===== config.mk =====
export PLATFORM = sky130hd
export DESIGN_NAME = rx_special_match
export DESIGN_NICKNAME = d
export VERILOG_FILES = /design/src/rtl/rxsc_pkg.sv /design/src/rtl/rxsc_char_match.sv /design/src/rtl/rxsc_classify.sv /design/src/rtl/rxsc_status.sv /design/src/rtl/rx_special_match.sv
export SDC_FILE = /design/constraint.sdc
export NUM_CORES = 1
export LEC_CHECK = 0
export BUFFER_PORTS_ARGS = -buffer_cell sky130_fd_sc_hd__buf_2
export CORE_UTILIZATION = 44
export DETAILED_ROUTE_END_ITERATION = 8
export GPL_ROUTABILITY_DRIVEN = 0
export PLACE_DENSITY_LB_ADDON = 0.1
export SYNTH_ARGS = -nofsm -noshare
export SYNTH_HDL_FRONTEND = slang
export SYNTH_SLANG_ARGS = --single-unit

===== constraint.sdc =====
create_clock -name clk -period 2.2 [get_ports clk]
set_input_delay 0.11 -clock clk [delete_from_list [all_inputs] [get_ports clk]]
set_output_delay 0.11 -clock clk [all_outputs]
set_load 0.05 [all_outputs]

===== src/rtl/rxsc_pkg.sv =====
package rxsc_pkg;

  typedef enum logic [1:0] {
    CMP_NONE  = 2'b00,
    CMP_PAIRB = 2'b01,
    CMP_PAIRA = 2'b10,
    CMP_RSVD  = 2'b11
  } cmp_mode_e;

  localparam int N_CHARS      = 4;
  localparam int IDX_RESUME_A = 0;
  localparam int IDX_PAUSE_A  = 1;
  localparam int IDX_RESUME_B = 2;
  localparam int IDX_PAUSE_B  = 3;

  typedef struct packed {
    logic drop;
    logic xoff_hit;
    logic spec_hit;
  } verdict_t;

endpackage


===== src/rtl/rxsc_char_match.sv =====
module rxsc_char_match #(
  parameter int DATA_W = 8,
  parameter int N      = 4
) (
  input  logic [DATA_W-1:0]        data,
  input  logic [N-1:0][DATA_W-1:0] refs,
  output logic [N-1:0]             hit
);
  for (genvar i = 0; i < N; i++) begin : g_cmp
    assign hit[i] = (data == refs[i]);
  end
endmodule


===== src/rtl/rxsc_classify.sv =====
module rxsc_classify
  import rxsc_pkg::*;
#(
  parameter int N = N_CHARS
) (
  input  logic [N-1:0] hit,
  input  cmp_mode_e    mode,
  input  logic         spec_en,
  output verdict_t     verdict
);
  always_comb begin
    verdict = '0;
    unique case (mode)
      CMP_PAIRA: begin
        verdict.drop     = hit[IDX_RESUME_A] | hit[IDX_PAUSE_A];
        verdict.xoff_hit = hit[IDX_PAUSE_A];
      end
      CMP_PAIRB: begin
        verdict.drop     = hit[IDX_RESUME_B] | hit[IDX_PAUSE_B];
        verdict.xoff_hit = hit[IDX_PAUSE_B];
      end
      default: begin
        verdict.drop     = 1'b0;
        verdict.xoff_hit = 1'b0;
      end
    endcase
    verdict.spec_hit = spec_en & hit[IDX_PAUSE_B];
  end
endmodule


===== src/rtl/rxsc_status.sv =====
module rxsc_status
  import rxsc_pkg::*;
#(
  parameter int DATA_W = 8
) (
  input  logic              clk,
  input  logic              rst,
  input  logic              valid,
  input  logic [DATA_W-1:0] data,
  input  verdict_t          verdict,
  input  logic              clr,
  input  logic              irq_en,
  output logic              wr,
  output logic [DATA_W-1:0] wr_data,
  output logic              spec_q,
  output logic              xoff_q,
  output logic              irq_q
);
  logic spec_nxt, xoff_nxt;

  // clear outranks a same-edge set
  always_comb begin
    spec_nxt = clr ? 1'b0 : (spec_q | (valid & verdict.spec_hit));
    xoff_nxt = clr ? 1'b0 : (xoff_q | (valid & verdict.xoff_hit));
  end

  always_ff @(posedge clk) begin
    if (rst) begin
      wr      <= 1'b0;
      wr_data <= '0;
      spec_q  <= 1'b0;
      xoff_q  <= 1'b0;
      irq_q   <= 1'b0;
    end else begin
      wr     <= valid & ~verdict.drop;
      if (valid) wr_data <= data;
      spec_q <= spec_nxt;
      xoff_q <= xoff_nxt;
      irq_q  <= irq_en & (spec_nxt | xoff_nxt);
    end
  end
endmodule


===== src/rtl/rx_special_match.sv =====
module rx_special_match
  import rxsc_pkg::*;
#(
  parameter int DATA_W = 8
) (
  input  logic              clk,
  input  logic              rst,
  input  logic              rx_valid,
  input  logic [DATA_W-1:0] rx_data,
  input  logic              spec_en,
  input  logic [1:0]        cmp_mode,
  input  logic [DATA_W-1:0] resume_chr_a,
  input  logic [DATA_W-1:0] pause_chr_a,
  input  logic [DATA_W-1:0] resume_chr_b,
  input  logic [DATA_W-1:0] pause_chr_b,
  input  logic              spec_irq_en,
  input  logic              stat_clr,
  output logic              fifo_wr,
  output logic [DATA_W-1:0] fifo_data,
  output logic              spec_flag,
  output logic              xoff_flag,
  output logic              irq
);
  logic [N_CHARS-1:0][DATA_W-1:0] refs;
  logic [N_CHARS-1:0]             hit;
  verdict_t                       verdict;

  always_comb begin
    refs[IDX_RESUME_A] = resume_chr_a;
    refs[IDX_PAUSE_A]  = pause_chr_a;
    refs[IDX_RESUME_B] = resume_chr_b;
    refs[IDX_PAUSE_B]  = pause_chr_b;
  end

  rxsc_char_match #(.DATA_W(DATA_W), .N(N_CHARS)) u_match (
    .data (rx_data),
    .refs (refs),
    .hit  (hit)
  );

  rxsc_classify #(.N(N_CHARS)) u_class (
    .hit     (hit),
    .mode    (cmp_mode_e'(cmp_mode)),
    .spec_en (spec_en),
    .verdict (verdict)
  );

  rxsc_status #(.DATA_W(DATA_W)) u_stat (
    .clk     (clk),
    .rst     (rst),
    .valid   (rx_valid),
    .data    (rx_data),
    .verdict (verdict),
    .clr     (stat_clr),
    .irq_en  (spec_irq_en),
    .wr      (fifo_wr),
    .wr_data (fifo_data),
    .spec_q  (spec_flag),
    .xoff_q  (xoff_flag),
    .irq_q   (irq)
  );
endmodule


Word-level counts from Yosys, hierarchy flattened --
Index checks and enable logic that the tools add are counted.
Word-level totals: flip-flop bits (word level) 12, input bits 48, output and inout port bits 12, word-level logic and storage cells 25
Operators by class: equality and inequality tests 6, mux-type cells 3, bitwise logic cells 11
Operator list (count):
- 8-bit equality test | 4
- 1-bit AND | 5
- 1-bit bitwise OR | 5
- 2-bit one-hot mux with 2 select lines | 1
- 2-bit by 1-bit equality test with 1-bit output, second input constant | 1
- 2-bit equality test, second input constant | 1
- 1-bit 2-to-1 mux | 2
- 1-bit NOT | 1

Logic depth before layout (Yosys ltp) --
word-level depth 8, depth in mapped cells 6, gate-level depth less buffers 6

Modules after synthesis --
A second synthesis with hierarchy kept.
Unflattened totals: cells, all modules 100, area total of the unflattened synthesis 900.9 um2
Modules (own cells, without submodules):
- rxsc_status | instances 1, cells an instance 39, area an instance 417.9 um2, seq. area each 240.2 um2
- rxsc_char_match | instances 1, cells an instance 52, area an instance 415.4 um2, seq. area each 0.0 um2
- rxsc_classify | instances 1, cells an instance 9, area an instance 67.6 um2, seq. area each 0.0 um2

Worst setup path after synthesis --
OpenSTA, ideal clock, no wires.
kind in2reg, start input port rx_data[0], end register u_stat.irq_q, library setup time 0.066 ns, data arrival time 1.270 ns, required time 2.134 ns, path slack 0.864 ns, cell stages on the path 6, path buffers 1, path through buf_6 > xor2_2 > nor4_1 > a41oi_1 > or2_1 > a21oi_2
On the way: word-level cells in the longest chain between the ends 7, elaborated cells on any way between the ends 12, classes of those cells 2 x eq/ne; 3 x mux; 7 x bitwise
Ends and longest elaborated chain:
- start: declaration | line rx_special_match.sv:9 | input logic [DATA_W-1:0] rx_data,
- 8-bit equality test | line rxsc_char_match.sv:10 | assign hit[i] = (data == refs[i]);
- 2-bit one-hot mux with 2 select lines or 1-bit AND (tied branches) | line rxsc_classify.sv:13, rxsc_classify.sv:27
- 1-bit AND, on equally long branches | line rxsc_status.sv:24, rxsc_status.sv:23
- 1-bit bitwise OR, on equally long branches | line rxsc_status.sv:24, rxsc_status.sv:23
- 1-bit 2-to-1 mux, on equally long branches | line rxsc_status.sv:24, rxsc_status.sv:23
- 1-bit bitwise OR (*) | line rxsc_status.sv:39 | irq_q <= irq_en & (spec_nxt | xoff_nxt);
- 1-bit AND (*) | line rxsc_status.sv:39
- end signal: assignment | line rxsc_status.sv:39
- end: declaration | line rxsc_status.sv:17 | output logic irq_q
Every way passes the cells marked *; elsewhere a longest branch is shown, timed or not. A chain may end at the register's enable or synchronous reset.

Worst setup path in the final report --
start input port rx_data[7], end register u_stat.wr
On the way: word-level cells in the longest chain between the ends 5, elaborated cells on any way between the ends 9, classes of those cells 4 x eq/ne; 1 x mux; 4 x bitwise
Ends and longest elaborated chain:
- 8-bit equality test | line rxsc_char_match.sv:10
- 1-bit bitwise OR, on equally long branches | line rxsc_classify.sv:19, rxsc_classify.sv:15
- 2-bit one-hot mux with 2 select lines (*) | line rxsc_classify.sv:13 | unique case (mode)
- 1-bit NOT (*) | line rxsc_status.sv:35 | wr <= valid & ~verdict.drop;
- 1-bit AND (*) | line rxsc_status.sv:35
- end signal: assignment | line rxsc_status.sv:35
- end: declaration | line rxsc_status.sv:13 | output logic wr,
Marked as above.

==> qor.yml <==
status:
  status: "completed"
sta:
  max_slew.worst_pin.slew_ns: 0.522
  fin_crit_ns: 1.30
  fin_skew_ns: 0.000194
  timing.fmax_mhz: 768
  fin_tns_setup_ns: 0
  fin_crit_sh_pct: 59.2
  drv_slew: 0
  hold_viol: 0
  setup_viol: 0
  max_slew_margin_pct: 64.9
  rsz0062_at_grt: "no"
cells_and_area:
  final_cell_mix: "buf_2, xor2_1, dfxtp_1, nor2_1, xnor2_1"
  layout-drive-gt1-share_pct: 42.5
  final_nets: 204
  final_common_cell: "buf_2"
  nFillCells: 201
  syn2layout_area_growth_pct: 31.0
  n_antenna_cell: 0
  final_cells: 180
pwr:
  p_clk_share_pct: 28.4
  sw_frac_of_total_pct: 30.4
  power_leakage_uw: 0.000600
  internal_power_uw: 407
  irDropWorstVdd_mv: 0.407
  seqPwrFrac_pct: 39.5
  power_density_nw_per_um2: 487
  p_comb_share_pct: 32.1
  switchingPower_uw: 177
critical_path:
  cp_data_required_time_ns: 2.35
  r2r_slack_ns: 1.17
  reg2regPathDepth: 4
  path_class: "in2reg"
  crit_fanout: 5
  end_kind: "register"
  r2r-end: "u_stat.irq_q"
  crit_arrival_ns: 1.45
  start_kind: "input port"
  r2r_start: "u_stat.xoff_q"
drt:
  wl_per_cell_um: 11.7
  viasPerCell: 4.67
  remaining_drc_errors: 0
  ant_nets: 0
  vias: 840
  drtIter0Drc: 13
  drt_first_pass_iters: 4
  wl_um: 2110
place:
  dp_cells: 176
  port_buffers: 59
  dpl.hpwl_um: 1810
synth:
  syn_inst: 100
  synth_seq_cells: 12
  ys_seq_area_share_pct: 26.2
  synth.distinct_cells: 25
  synth_nets: 150
  avgSynthCellArea_sq_um: 9.16
  syn_area_sq_um: 916
  ys_warn_count: 0
global_routing:
  grt_pass1_vias: 787
  grt_pass1_wl_um: 3210
  antenna_found_initial: 0
  overflow: 0
  grt_max_degree: 13
  grt.total_usage_pct: 20.7
cts:
  cts.clk_slew.worst_paths_ns: 0.07
  cts_max_level: 1
  cts_buffers: 3
  worstSkewPairLatency_ns: 0.26
  tritoncts: "yes"
  root_buffer: "clkbuf_4"
  clock_sinks: 12
  cts_resized: 0
  post-cts-setup-buffers: 0
  clock_path_buffers: 2
  cts_hold_buf: 0
floorplanning:
  chipWidth_um: 47.6
  rows: 16
  die-area_sq_um: 2270
  start_util_pct: 46.7
  core_sq_um: 1960
  ios: 60
  die_h_um: 47.6
job:
  maxCapViolations: 0
hold_path:
  worstHoldStart: "spec_irq_en"
  min_path_cells: 3
  min_to: "u_stat.irq_q"
  hold_class: "in2reg"
==> synth_stat cells <==
| cell type | count | area (sq um) |
|---|---|---|
| a21boi_1 | 1 | 7.51 |
| a21oi_2 | 1 | 8.76 |
| a41oi_1 | 3 | 26.3 |
| buf_2 | 2 | 10.0 |
| buf_4 | 1 | 7.51 |
| buf_6 | 5 | 56.3 |
| clkbuf_1 | 2 | 7.51 |
| dfxtp_1 | 12 | 240 |
| ha_1 | 2 | 25.0 |
| inv_1 | 2 | 7.51 |
| mux2i_1 | 8 | 80.1 |
| nand2_1 | 2 | 7.51 |
| nand2b_1 | 1 | 6.26 |
| nand3_1 | 1 | 5.00 |
| nand4_1 | 3 | 18.8 |
| nor2_1 | 10 | 37.5 |
| nor2b_1 | 1 | 6.26 |
| nor3_1 | 2 | 10.0 |
| nor3b_1 | 2 | 15.0 |
| nor4_1 | 5 | 31.3 |
| or2_1 | 1 | 6.26 |
| or4_1 | 1 | 7.51 |
| xnor2_1 | 9 | 78.8 |
| xor2_1 | 22 | 193 |
| xor2_2 | 1 | 16.3 |
==> how the worst max path moves through the flow <==
stage,end,cells past startpoint,slack [ns],start
2_1_floorplan,u_stat.irq_q,6,0.86,rx_data[0]
3_5_place_dp,u_stat.irq_q,6,0.59,rx_data[7]
3_3_place_gp,u_stat.irq_q,6,0.67,rx_data[7]
4_1_cts,u_stat.irq_q,6,0.87,rx_data[7]
5_1_grt,u_stat.irq_q,6,0.73,rx_data[7]
6_report,u_stat.wr,6,0.90,rx_data[7]
==> per-layer routing <==
| metal | routed length, um | global-route usage [%] | share of wire (%) |
|---|---|---|---|
| met5 | 0 | 0 | 0 |
| met4 | 15 | 10.0 | 0.71 |
| met3 | 126 | 1.13 | 6.0 |
| met2 | 1040 | 36.7 | 49 |
| met1 | 930 | 25.5 | 44 |
==> cells by family after synthesis <==
kind of cell / count (synthesis) / synth area share, %
xor+xnor: 32 / 31.4
compound gates: 5 / 4.65
flops: 12 / 26.2
mux: 8 / 8.74
simple gates: 29 / 16.5
buf+inv: 12 / 9.70
fa+ha+maj: 2 / 2.73
==> worst max-delay path, cell delays in order <==
cell     delay [ns]
buf_2          0.14
xor2_1         0.17
nor4_1         0.50
nand3_1        0.15
a41oi_1        0.29
nor3b_1        0.08
==> state kept, by name (all words and copies together) (netlist names) <==
name	count
u_stat.irq_q	1
u_stat.spec_q	1
u_stat.wr	1
u_stat.wr_data	8
u_stat.xoff_q	1
==> area by class of cell <==
type / instances / area, sq um / area share, %
Inverter: 2 / 7.51 / 0.626
Tap cell: 27 / 33.8 / 2.82
Timing Repair Buffer: 59 / 295 / 24.6
Clock buffer: 4 / 36.3 / 3.02
Sequential cell: 12 / 240 / 20.0
Multi-Input combinational cell: 76 / 587 / 48.9
==> through the flow <==
stage,hold slack (ns),utilization [%],area (sq um),total power (uW),setup WS (ns)
finish,0.0946,61.2,1200,585,0.898
global route,0.0844,61.2,1200,623,0.733
CTS,0.0858,61.2,1200,594,0.872
detailed placement,0.377,59.3,1160,425,0.594
global placement,0.366,59.3,1160,422,0.665
floorplan,0.186,-,916,366,0.864
==> power by group through the flow <==
stage	clock (uW)	combinational (uW)	sequential, uW
2_1_floorplan	0	95.9	270
3_3_place_gp	0	186	236
3_5_place_dp	0	189	236
4_1_cts	173	190	231
5_1_grt	185	207	232
6_report	166	188	231
Power figures use the tool's default switching activity.
